<file path="src/rtl/ssrx_pkg.sv">
package ssrx_pkg;
  localparam int unsigned FRAME_W = 8;
  localparam int unsigned ADDR_W  = 2;
  localparam int unsigned REG_W   = 8;

  typedef enum logic [ADDR_W-1:0] {
    ADDR_CTRL = 2'd0,
    ADDR_DATA = 2'd1,
    ADDR_STAT = 2'd2
  } ssrx_addr_e;

  localparam int unsigned CTRL_EN_BIT  = 0;
  localparam int unsigned STAT_FULL_BIT = 0;
  localparam int unsigned STAT_OVR_BIT  = 1;
endpackage

</file>
<file path="src/rtl/ssrx_edge_sync.sv">
module ssrx_edge_sync #(
  parameter int unsigned STAGES = 2
) (
  input  logic clk,
  input  logic rst_n,
  input  logic ser_clk_i,
  input  logic ser_dat_i,
  output logic rise_o,
  output logic dat_o
);
  logic [STAGES-1:0] clk_q, clk_d;
  logic [STAGES-1:0] dat_q, dat_d;
  logic              prev_q, prev_d;

  always_comb begin
    clk_d  = {clk_q[STAGES-2:0], ser_clk_i};
    dat_d  = {dat_q[STAGES-2:0], ser_dat_i};
    prev_d = clk_q[STAGES-1];
  end

  always_ff @(posedge clk or negedge rst_n) begin
    if (!rst_n) begin
      clk_q  <= '1;
      dat_q  <= '0;
      prev_q <= 1'b1;
    end else begin
      clk_q  <= clk_d;
      dat_q  <= dat_d;
      prev_q <= prev_d;
    end
  end

  assign rise_o = clk_q[STAGES-1] & ~prev_q;
  assign dat_o  = dat_q[STAGES-1];
endmodule

</file>
<file path="src/rtl/ssrx_shifter.sv">
module ssrx_shifter #(
  parameter int unsigned W = 8,
  localparam int unsigned CW = $clog2(W)
) (
  input  logic          clk,
  input  logic          rst_n,
  input  logic          shift_en_i,
  input  logic          clear_i,
  input  logic          din_i,
  output logic [CW-1:0] cnt_o,
  output logic          done_o,
  output logic [W-1:0]  word_o
);
  localparam logic [CW-1:0] LAST = CW'(W - 1);

  logic [W-1:0]  sreg_q, sreg_d;
  logic [CW-1:0] cnt_q, cnt_d;
  logic          last;

  assign last = (cnt_q == LAST);

  always_comb begin
    sreg_d = sreg_q;
    cnt_d  = cnt_q;
    if (clear_i) begin
      cnt_d = '0;
    end else if (shift_en_i) begin
      sreg_d = {din_i, sreg_q[W-1:1]};
      cnt_d  = last ? '0 : cnt_q + 1'b1;
    end
  end

  always_ff @(posedge clk or negedge rst_n) begin
    if (!rst_n) begin
      sreg_q <= '0;
      cnt_q  <= '0;
    end else begin
      sreg_q <= sreg_d;
      cnt_q  <= cnt_d;
    end
  end

  assign cnt_o  = cnt_q;
  assign done_o = shift_en_i & ~clear_i & last;
  assign word_o = sreg_d;
endmodule

</file>
<file path="src/rtl/ssrx_status.sv">
module ssrx_status #(
  parameter int unsigned W = 8
) (
  input  logic         clk,
  input  logic         rst_n,
  input  logic         en_wr_i,
  input  logic         en_val_i,
  input  logic         rd_data_i,
  input  logic         ovr_clr_i,
  input  logic         done_i,
  input  logic [W-1:0] word_i,
  output logic         en_o,
  output logic         susp_o,
  output logic         full_o,
  output logic         ovr_o,
  output logic [W-1:0] data_o
);
  logic         en_q, en_d;
  logic         susp_q, susp_d;
  logic         full_q, full_d;
  logic         ovr_q, ovr_d;
  logic [W-1:0] data_q, data_d;
  logic         overrun;

  assign overrun = done_i & full_q & ~rd_data_i;

  always_comb begin
    en_d   = en_wr_i ? en_val_i : en_q;
    data_d = done_i ? word_i : data_q;

    full_d = full_q;
    if (done_i)         full_d = 1'b1;
    else if (rd_data_i) full_d = 1'b0;

    ovr_d = ovr_q;
    if (overrun)        ovr_d = 1'b1;
    else if (ovr_clr_i) ovr_d = 1'b0;

    susp_d = susp_q;
    if (overrun)        susp_d = 1'b1;
    else if (rd_data_i) susp_d = 1'b0;
  end

  always_ff @(posedge clk or negedge rst_n) begin
    if (!rst_n) begin
      en_q   <= 1'b0;
      susp_q <= 1'b0;
      full_q <= 1'b0;
      ovr_q  <= 1'b0;
      data_q <= '0;
    end else begin
      en_q   <= en_d;
      susp_q <= susp_d;
      full_q <= full_d;
      ovr_q  <= ovr_d;
      data_q <= data_d;
    end
  end

  assign en_o   = en_q;
  assign susp_o = susp_q;
  assign full_o = full_q;
  assign ovr_o  = ovr_q;
  assign data_o = data_q;
endmodule

</file>
<file path="src/rtl/ssrx_top.sv">
module ssrx_top
  import ssrx_pkg::*;
#(
  parameter int unsigned SYNC_STAGES = 2,
  localparam int unsigned CW = $clog2(FRAME_W)
) (
  input  logic              clk,
  input  logic              rst_n,
  input  logic              ser_clk_i,
  input  logic              ser_dat_i,
  output logic              rdy_n_o,
  input  logic              reg_wr_i,
  input  logic              reg_rd_i,
  input  logic [ADDR_W-1:0] reg_addr_i,
  input  logic [REG_W-1:0]  reg_wdata_i,
  output logic [REG_W-1:0]  reg_rdata_o,
  output logic              irq_full_o,
  output logic              irq_err_o
);
  logic [1:0]         rst_sync_q;
  logic               rst_int_n;
  logic               rise, sdat;
  logic               en, susp, full, ovr;
  logic               en_wr, rd_data, ovr_clr, shift_en, done;
  logic [CW-1:0]      cnt;
  logic [FRAME_W-1:0] word, data;
  logic               unused_wdata;

  always_ff @(posedge clk or negedge rst_n) begin
    if (!rst_n) rst_sync_q <= 2'b00;
    else        rst_sync_q <= {rst_sync_q[0], 1'b1};
  end
  assign rst_int_n = rst_sync_q[1];

  assign en_wr    = reg_wr_i && (reg_addr_i == ADDR_CTRL);
  assign ovr_clr  = reg_wr_i && (reg_addr_i == ADDR_STAT) && !reg_wdata_i[STAT_OVR_BIT];
  assign rd_data  = reg_rd_i && (reg_addr_i == ADDR_DATA);
  assign shift_en = rise && en && !susp;
  assign unused_wdata = ^reg_wdata_i[REG_W-1:2];

  ssrx_edge_sync #(.STAGES(SYNC_STAGES)) sync_i (
    .clk       (clk),
    .rst_n     (rst_int_n),
    .ser_clk_i (ser_clk_i),
    .ser_dat_i (ser_dat_i),
    .rise_o    (rise),
    .dat_o     (sdat)
  );

  ssrx_shifter #(.W(FRAME_W)) shift_i (
    .clk        (clk),
    .rst_n      (rst_int_n),
    .shift_en_i (shift_en),
    .clear_i    (!en),
    .din_i      (sdat),
    .cnt_o      (cnt),
    .done_o     (done),
    .word_o     (word)
  );

  ssrx_status #(.W(FRAME_W)) stat_i (
    .clk       (clk),
    .rst_n     (rst_int_n),
    .en_wr_i   (en_wr),
    .en_val_i  (reg_wdata_i[CTRL_EN_BIT]),
    .rd_data_i (rd_data),
    .ovr_clr_i (ovr_clr),
    .done_i    (done),
    .word_i    (word),
    .en_o      (en),
    .susp_o    (susp),
    .full_o    (full),
    .ovr_o     (ovr),
    .data_o    (data)
  );

  always_comb begin
    reg_rdata_o = '0;
    unique case (reg_addr_i)
      ADDR_CTRL: reg_rdata_o[CTRL_EN_BIT] = en;
      ADDR_DATA: reg_rdata_o = data;
      ADDR_STAT: begin
        reg_rdata_o[STAT_FULL_BIT] = full;
        reg_rdata_o[STAT_OVR_BIT]  = ovr;
      end
      default:   reg_rdata_o = '0;
    endcase
  end

  assign rdy_n_o    = !(en && !susp && (cnt == '0));
  assign irq_full_o = full;
  assign irq_err_o  = ovr;
endmodule

</file>
<file path="config.mk">
export PLATFORM = sky130hd
export DESIGN_NAME = ssrx_top
export DESIGN_NICKNAME = d
export VERILOG_FILES = /design/src/rtl/ssrx_pkg.sv /design/src/rtl/ssrx_edge_sync.sv /design/src/rtl/ssrx_shifter.sv /design/src/rtl/ssrx_status.sv /design/src/rtl/ssrx_top.sv
export SDC_FILE = /design/constraint.sdc
export NUM_CORES = 1
export LEC_CHECK = 0
export BUFFER_PORTS_ARGS = -buffer_cell sky130_fd_sc_hd__buf_2
export CAP_MARGIN = 25
export CORE_AREA = 10 10 59 61
export CTS_CLUSTER_DIAMETER = 30
export CTS_CLUSTER_SIZE = 30
export DETAILED_ROUTE_END_ITERATION = 10
export DIE_AREA = 0 0 69 71
export PLACE_DENSITY = 0.79
export SETUP_SLACK_MARGIN = 0.02
export SYNTH_ARGS = -nofsm -noshare
export SYNTH_HDL_FRONTEND = slang
export SYNTH_SLANG_ARGS = --single-unit
export TNS_END_PERCENT = 50
</file>
<file path="constraint.sdc">
create_clock -name clk -period 3.15 [get_ports clk]
set_input_delay 0.63 -clock clk [delete_from_list [all_inputs] [get_ports clk]]
set_output_delay 0.63 -clock clk [all_outputs]
set_load 0.03 [all_outputs]
</file>
==> results.json, run 1 <==
{
  "port_buffers": 20,
  "path_buf_inv": 3,
  "power_frac_seq_pct": 60.9,
  "cts_resized": 0,
  "hold_class": "primary input to async pin",
  "drc": 0,
  "start_util_pct": 52.67,
  "finalInstanceArea_sq_mm": 0.001441,
  "wire_per_inst_microns": 14.28,
  "grt_pass1_vias": 799,
  "p_int_uw": 569.9,
  "r2r_slack_ns": 1.39,
  "post-place-cells": 139,
  "pin_count": 27,
  "fp.dieH_microns": 71,
  "synth_cell_types": 20,
  "crit_path_end_kind": "output port",
  "yosys-top-cells-area": "dfrtp_1, mux2_4, mux2_2",
  "chipWidth_microns": 69,
  "clk_latency_ns": 0.30,
  "syn_nets": 115,
  "num_vias": 738,
  "routed_wl_microns": 2113,
  "async_flop_share_pct": 100.0,
  "max_freq_mhz": 437.6,
  "synth_edf_count": 0,
  "hold_buffers": 0,
  "syn_area_per_cell_sq_um": 13.67,
  "grt_use_total_pct": 8.973,
  "seq_area_frac_synth_pct": 58.01,
  "coreArea_sq_mm": 0.002387,
  "fin_tns_setup_ns": 0,
  "setup_violations": 0,
  "path_cells": "buf_2, inv_1, ha_1, a222oi_1, nor2_1, buf_2",
  "status": "finished clean",
  "final_nets": 140,
  "synth-main-ff-cell": "dfrtp_1",
  "drv_slew": 0,
  "ys_seq_elements": 29,
  "syn-cell-area_sq_mm": 0.001257,
  "cts_tree": "done",
  "grt_max_degree": 28,
  "path_clk_slew_ns": 0.08,
  "cp_slowest_cell": "a222oi_1",
  "skew_ns": 0.006343,
  "drt-pass1-iter-count": 4,
  "worstSetupPathType": "primary input to output port",
  "crit_family": "buffers and inverters",
  "synthToLayoutAreaGrowth_pct": 14.63,
  "clock_sinks": 29,
  "numCtsBuffers": 5,
  "fillers": 200,
  "cp_max_fo": 9,
  "synth_top_area_share_pct": 51.74,
  "worstRegToRegCells": 3,
  "power_density_mw_per_mm2": 532.0,
  "synth_top_area_cell": "dfrtp_1",
  "gp_congestion": 0.8200,
  "drtIter0Drc": 31,
  "crit_path_max_incr_delay_ns": 0.35,
  "switching_share_pct": 25.67,
  "clockPowerShare_pct": 25.8,
  "worst_ep_arrival_time_ns": 1.66,
  "layout_worst_path_cycle_share_pct": 72.54,
  "ant_nets": 0,
  "ir_worst_vdd_mv": 0.4348,
  "via_per_inst": 4.986,
  "power_switching_uw": 196.8,
  "p_comb_share_pct": 13.2,
  "antenna_found_initial": 0,
  "crit_path_start_kind": "primary input",
  "crit_required_ns": 2.52,
  "netlist_instances": 92,
  "yosys_warnings": 0,
  "placed_area_sq_mm": 0.001365,
  "grt_pass1_wl_microns": 3657,
  "rsz0062_at_grt": "false",
  "clockBufferDepth": 2,
  "p_leak_uw": 0.0007673,
  "rows": 18,
  "cts_setup_buffers": 0,
  "tightest_slew_ns": 0.5609,
  "clockRootBuffer": "clkbuf_4",
  "cts.htree.levels": 2,
  "overflow": 0,
  "path_common_cell": "buf_2",
  "min_period_ns": 2.285,
  "dieArea_sq_mm": 0.004899,
  "regToRegStartpoint": "sync_i.clk_q[1]",
  "relSlewSlack_pct": 62.61,
  "rr_endpoint": "stat_i.data_o[1]",
  "diodes": 0,
  "maxCapViolations": 0,
  "dp_hpwl_microns": 1534,
  "hold_viol": 0,
  "drive_above_1_share_pct": 38.98,
  "final_cells": 148
}
-- sequential cells by signal, indices dropped and copies added (netlist names) --
signal          count
rst_sync_q          2
shift_i.cnt_o       3
shift_i.sreg_q      7
stat_i.data_o       8
stat_i.en_o         1
stat_i.full_o       1
stat_i.ovr_o        1
stat_i.susp_o       1
sync_i.clk_q        2
sync_i.dat_q        2
sync_i.prev_q       1
-- final cells by class --
cell class	count	area, sq um	share of cell area, %
repair buffers	21	127.6	8.854
flip-flops and latches	29	729.5	50.61
inverters	4	15.01	1.042
clock buffers	8	48.80	3.385
well taps	30	37.54	2.604
multi-input cells	56	483.0	33.51
-- power groups by stage --
stage	registers, uW	clock network [uW]	logic (uW)
3_3_place_gp	471	0	86.3
6_report	467	198	102
3_5_place_dp	478	0	91.8
2_1_floorplan	461	0	75.3
5_1_grt	475	224	114
4_1_cts	471	207	92.6
-- cells in the mapped netlist, types with 2 or more instances --
cell type	count
nand2_1	11
buf_6	2
mux2_4	7
nor2_1	2
dfstp_2	3
dfrtp_1	26
nand3b_1	2
inv_1	4
mux2_2	9
ha_1	7
and2_1	6
o21ai_0	5
-- logic make-up (layout without fill, tap and decap cells) --
group	count (synthesis)	after routing	synth area share (%)
flip-flops	29	29	58.01
AND/OR/NAND/NOR	25	25	11.34
multiplexers	16	16	16.42
adder cells (fa/ha/maj)	7	7	6.965
AO/OA/AOI/OAI	7	7	3.383
buffers and inverters	7	33	3.582
other	1	1	0.2982
-- worst max path at each step --
stage	from	endpoint	depth (start not counted)
detailed placement	reg_addr_i[1]	reg_rdata_o[0]	6
floorplan	reg_addr_i[1]	reg_rdata_o[1]	4
finish	reg_addr_i[1]	reg_rdata_o[0]	6
CTS	reg_addr_i[1]	reg_rdata_o[0]	6
global placement	reg_addr_i[1]	reg_rdata_o[0]	6
global route	reg_addr_i[1]	reg_rdata_o[0]	6
-- layer usage --
layer / routed length, microns / GRT usage (%) / vias up
met5: 0 / 0 / -
met4: 20 / 4.698 / 0
met3: 128 / 4.045 / 2
met2: 990 / 13.41 / 18
met1: 974 / 10.58 / 356
li1: - / - / 362
-- metrics by stage --
stage	hold slack (ns)	total power [uW]	setup slack, ns	util (%)
6_report	0.09448	766.8	0.8650	60.38
5_1_grt	0.07266	812.6	0.7820	60.38
4_1_cts	0.07416	769.9	0.8715	59.22
3_5_place_dp	0.3347	570.1	0.8780	57.18
3_3_place_gp	0.3321	557.8	0.9115	57.18
2_1_floorplan	0.3312	536.6	1.043	-
-- cell usage in the layout, fill, tap and decap left out, drive strengths merged --
| cell | synthesis | layout |
|---|---|---|
| inv | 4 | 4 |
| a22oi | 1 | 1 |
| nand3b | 2 | 2 |
| conb | 1 | 1 |
| nor2 | 2 | 2 |
| dfstp | 3 | 3 |
| and2 | 6 | 6 |
| mux2 | 16 | 16 |
| o21ai | 5 | 5 |
| buf | 3 | 21 |
| dfrtp | 26 | 26 |
| nor2b | 1 | 1 |
| and4bb | 1 | 1 |
| a222oi | 1 | 1 |
| nand2 | 12 | 12 |
| clkbuf | 0 | 8 |
| or4bb | 1 | 1 |
| ha | 7 | 7 |
Power figures use the tool's default switching activity.
==> run 2: changes to the inputs <==
- CORE_AREA: 10 10 59 61 -> 10 10 63 65
- DIE_AREA: 0 0 69 71 -> 0 0 73 75
- PLACE_DENSITY: 0.79 -> 0.71
- clock period: 3.15 -> 2 ns (I/O delays scaled with it)
==> results.json, run 2 (synthesized netlist as in run 1, its figures left out) <==
{
  "drt-pass1-iter-count": 4,
  "drc": 0,
  "clockRootBuffer": "clkbuf_4",
  "hold_class": "primary input to register",
  "skew_ns": 0.005466,
  "mostFrequentLayoutCells": "dfrtp_1, buf_2, nand2_1",
  "min_period_ns": 1.881,
  "routed_wl_microns": 2097,
  "drv_slew": 0,
  "max_freq_mhz": 531.7,
  "layout_worst_path_cycle_share_pct": 94.04,
  "coreArea_sq_mm": 0.002710,
  "maxCapViolations": 0,
  "clockBufferDepth": 2,
  "tightest_slew_ns": 0.5206,
  "path_cells": "inv_1, ha_1, or4bb_1, buf_6",
  "num_vias": 744,
  "path_clk_slew_ns": 0.09,
  "cp_max_fo": 2,
  "m1WireLength_microns": 965,
  "ant_nets": 0,
  "clk_latency_ns": 0.32,
  "grt_use_total_pct": 8.463,
  "grt_pass1_wl_microns": 3594,
  "port_buffers": 20,
  "wire_per_inst_microns": 13.71,
  "rows": 19,
  "dieArea_sq_mm": 0.005475,
  "chipWidth_microns": 73,
  "largest_reg_flops": 8,
  "post-place-cells": 142,
  "cp_slowest_cell": "or4bb_1",
  "fp.dieH_microns": 75,
  "ir_worst_vdd_mv": 0.4537,
  "drtIter0Drc": 28,
  "worst_ep_arrival_time_ns": 1.48,
  "crit_required_ns": 1.60,
  "grt_pass1_vias": 773,
  "cts_tree": "done",
  "crit_path_start_kind": "register",
  "cts.htree.levels": 2,
  "grt_max_degree": 15,
  "met2_length_microns": 876,
  "final_util_pct": 54.71,
  "relSlewSlack_pct": 65.29,
  "hold_viol": 0,
  "dp_hpwl_microns": 1564,
  "numCtsBuffers": 5,
  "gp_congestion": 0.7196,
  "worstSetupPathType": "register to output port",
  "via_per_inst": 4.863,
  "synthToLayoutAreaGrowth_pct": 17.91,
  "final_nets": 144,
  "start_util_pct": 46.40,
  "power_density_mw_per_mm2": 880.2,
  "status": "finished clean",
  "final_cells": 153,
  "mostFrequentLayoutCell": "dfrtp_1",
  "clock_sinks": 29,
  "drive_above_1_share_pct": 42.62,
  "fin_tns_setup_ns": 0,
  "crit_path_end_kind": "output port",
  "overflow": 0,
  "rsz0062_at_grt": "false",
  "diodes": 0,
  "hold_slack_ns": 0.1656,
  "setup_violations": 0,
  "pin_count": 27,
  "routed.top_layer": "met4",
  "p_leak_uw": 0.0007962,
  "r2r_slack_ns": 0.41,
  "crit_path_max_incr_delay_ns": 0.40,
  "routed-wl-met3_microns": 206,
  "antenna_found_initial": 0
}
## run 2: path summary, 6_finish.rpt
| path | from | endpoint | cells after the start |
|---|---|---|---|
| max | shift_i.cnt_o[1] | rdy_n_o | 4 |
| min | ser_clk_i | sync_i.clk_q[0] | 1 |
| max reg2reg | sync_i.clk_q[1] | shift_i.sreg_q[4] | 3 |
| min reg2reg | rst_sync_q[1] | stat_i.data_o[1] | 0 |
| max in group asynchronous | rst_sync_q[1] | stat_i.data_o[7] | 1 |
| min in group asynchronous | rst_sync_q[1] | stat_i.data_o[1] | 0 |
## run 2: cell type report
cell class              count  area [sq um]
clock buffers               7         65.06
clock inverters             1         5.005
fillers                   235          1227
inverters                   4         15.01
multi-input cells          56         483.0
flip-flops and latches     29         729.5
well taps                  31         38.79
repair buffers             25         146.4
## run 2: through the flow
stage	setup slack, ns	area, sq um	power [uW]
after global placement	0.2180	1381	883.4
final	0.1193	1483	1305
after floorplan	0.3528	1257	845.1
after CTS	0.04383	1479	1316
after detailed placement	0.2020	1381	900.7
after global routing	0.04761	1483	1372
## run 2: per-layer routing
metal,GRT usage (%),up-vias
met5,0,-
met4,4.430,0
met3,5.256,7
met2,12.42,26
met1,9.348,347
li1,-,364
## run 2: repair_timing
item                                   in CTS  in global routing
resized for setup                           1                  1
hold buffers                                1                  0
pin swaps                                   0                  1
setup endpoints to repair                   1                  1
endpoints found under the hold margin       2                  0
buffers inserted                            2                  0
## run 2: where the power goes
part / internal (uW) / switching, uW / total [uW] / leakage, uW
Combinational: 100 / 71.1 / 171 / 0.000382
Clock: 203 / 200 / 403 / 0.0000413
Sequential: 668 / 62.1 / 731 / 0.000373
Total: 972 / 333 / 1310 / 0.000796
## run 2: critical path: cells and delay by family (launching register included)
family / cells / cell delay, ns
buf+inv: 2 / 0.24
fa+ha+maj: 1 / 0.13
flops: 1 / 0.39
simple gates: 1 / 0.40
==> run 3: changes to the inputs <==
- CORE_AREA: 10 10 63 65 -> 10 10 51 82
- DIE_AREA: 0 0 73 75 -> 0 0 61 92
- PLACE_DENSITY: 0.71 -> 0.7
- REMOVE_ABC_BUFFERS: default -> 1
==> results.json, run 3 (synthesized netlist as in run 1, its figures left out) <==
{
  "routed_wl_microns": 2280,
  "drc": 0,
  "min_period_ns": 1.854,
  "wire_per_inst_microns": 15.30,
  "cts_tree": "done",
  "r2r_slack_ns": 0.31,
  "worst_ep_arrival_time_ns": 1.45,
  "crit_required_ns": 1.60,
  "fillers": 268,
  "dp_hpwl_microns": 1743,
  "grt_max_degree": 28,
  "fin_tns_setup_ns": 0,
  "ant_nets": 0,
  "cp_max_fo": 4,
  "ir_worst_vdd_mv": 0.6978,
  "layout_worst_path_cycle_share_pct": 92.69,
  "maxCapViolations": 0,
  "dieArea_sq_mm": 0.005612,
  "drive_above_1_share_pct": 39.67,
  "ff_latch_area_sq_um": 729.5,
  "mostFrequentLayoutCells": "dfrtp_1, buf_2, nand2_1",
  "via_per_inst": 5.141,
  "rows": 26,
  "worstSetupPathType": "register to output port",
  "skew_ns": 0.007186,
  "clk_latency_ns": 0.27,
  "setup_violations": 0,
  "grt_pass1_vias": 866,
  "grt_pass1_wl_microns": 3877,
  "antenna_found_initial": 0,
  "gp_congestion": 0.7136,
  "port_buffers": 20,
  "cts.htree.levels": 2,
  "mostFrequentLayoutCell": "dfrtp_1",
  "clockBufferDepth": 2,
  "num_vias": 766,
  "crit_path_end_kind": "output port",
  "coreArea_sq_mm": 0.002863,
  "pin_count": 27,
  "path_clk_slew_ns": 0.06,
  "overflow": 0,
  "final_util_pct": 51.75,
  "drv_slew": 0,
  "diodes": 0,
  "rsz0062_at_grt": "false",
  "status": "finished clean",
  "clock_sinks": 29,
  "multi_input_area_sq_um": 483.0,
  "grt_use_total_pct": 9.188,
  "crit_path_start_kind": "register",
  "numCtsBuffers": 5,
  "power_density_mw_per_mm2": 904.7,
  "largest_reg_flops": 8,
  "drt-pass1-iter-count": 4,
  "final_nets": 143,
  "drtIter0Drc": 14,
  "start_util_pct": 43.92,
  "max_freq_mhz": 539.5,
  "hold_viol": 0,
  "cts_setup_buffers": 0,
  "fp.dieH_microns": 92,
  "p_leak_uw": 0.0007888,
  "synthToLayoutAreaGrowth_pct": 17.81,
  "clockRootBuffer": "clkbuf_8",
  "chipWidth_microns": 61,
  "hold_class": "register to async pin"
}
-- run 3: worst paths after layout --
path,from,end,cells after the start
worst min register to register,rst_sync_q[1],stat_i.data_o[5],1
worst max-delay path,shift_i.cnt_o[0],rdy_n_o,4
min in group clk,ser_clk_i,sync_i.clk_q[0],1
max in group asynchronous,rst_n,rst_sync_q[0],2
worst min-delay path,rst_sync_q[1],stat_i.data_o[5],1
worst max register to register,sync_i.clk_q[1],stat_i.data_o[3],3
-- run 3: metrics by stage --
step | hold WS, ns | instance area (sq um) | cells | worst slack (ns) | total power, uW
4_1_cts | 0.2246 | 1475 | 149 | 0.05193 | 1355
6_report | 0.2245 | 1481 | 149 | 0.1463 | 1340
5_1_grt | 0.2206 | 1481 | 149 | 0.05740 | 1410
2_1_floorplan | 0.1044 | 1227 | 89 | 0.3528 | 839.8
3_3_place_gp | 0.1851 | 1385 | 140 | 0.1851 | 890.0
3_5_place_dp | 0.1864 | 1385 | 140 | 0.1854 | 901.9
-- run 3: layout make-up --
class                           count  area share, %
Multi-Input combinational cell     56          32.60
Clock buffer                        8          5.405
Sequential cell                    29          49.24
Inverter                            4          1.014
Tap cell                           28          2.365
Timing Repair Buffer               24          9.375
-- run 3: critical path: stages, from the launching register on --
cell and delay [ns]:
dfrtp_1 0.41, inv_1 0.07, ha_1 0.13, or4bb_1 0.41
buf_6 0.16
-- run 3: metal layers --
metal	vias to the layer above	GRT usage [%]	routed length, microns
li1	360	-	-
met1	383	8.536	818
met2	16	15.44	1222
met3	7	4.972	183
met4	0	4.412	56
met5	-	0	0
-- run 3: power breakdown --
group          total (uW)  internal (uW)  switching [uW]
sequential            725            670            54.8
combinational         168           95.6            72.8
clock                 447            246             201
-- run 3: timing repair --
item / CTS / global route
resized for setup: 0 / 3
endpoints found under the hold margin: 2 / 0
endpoints found under the setup margin: 0 / 1
hold buffers: 1 / 0
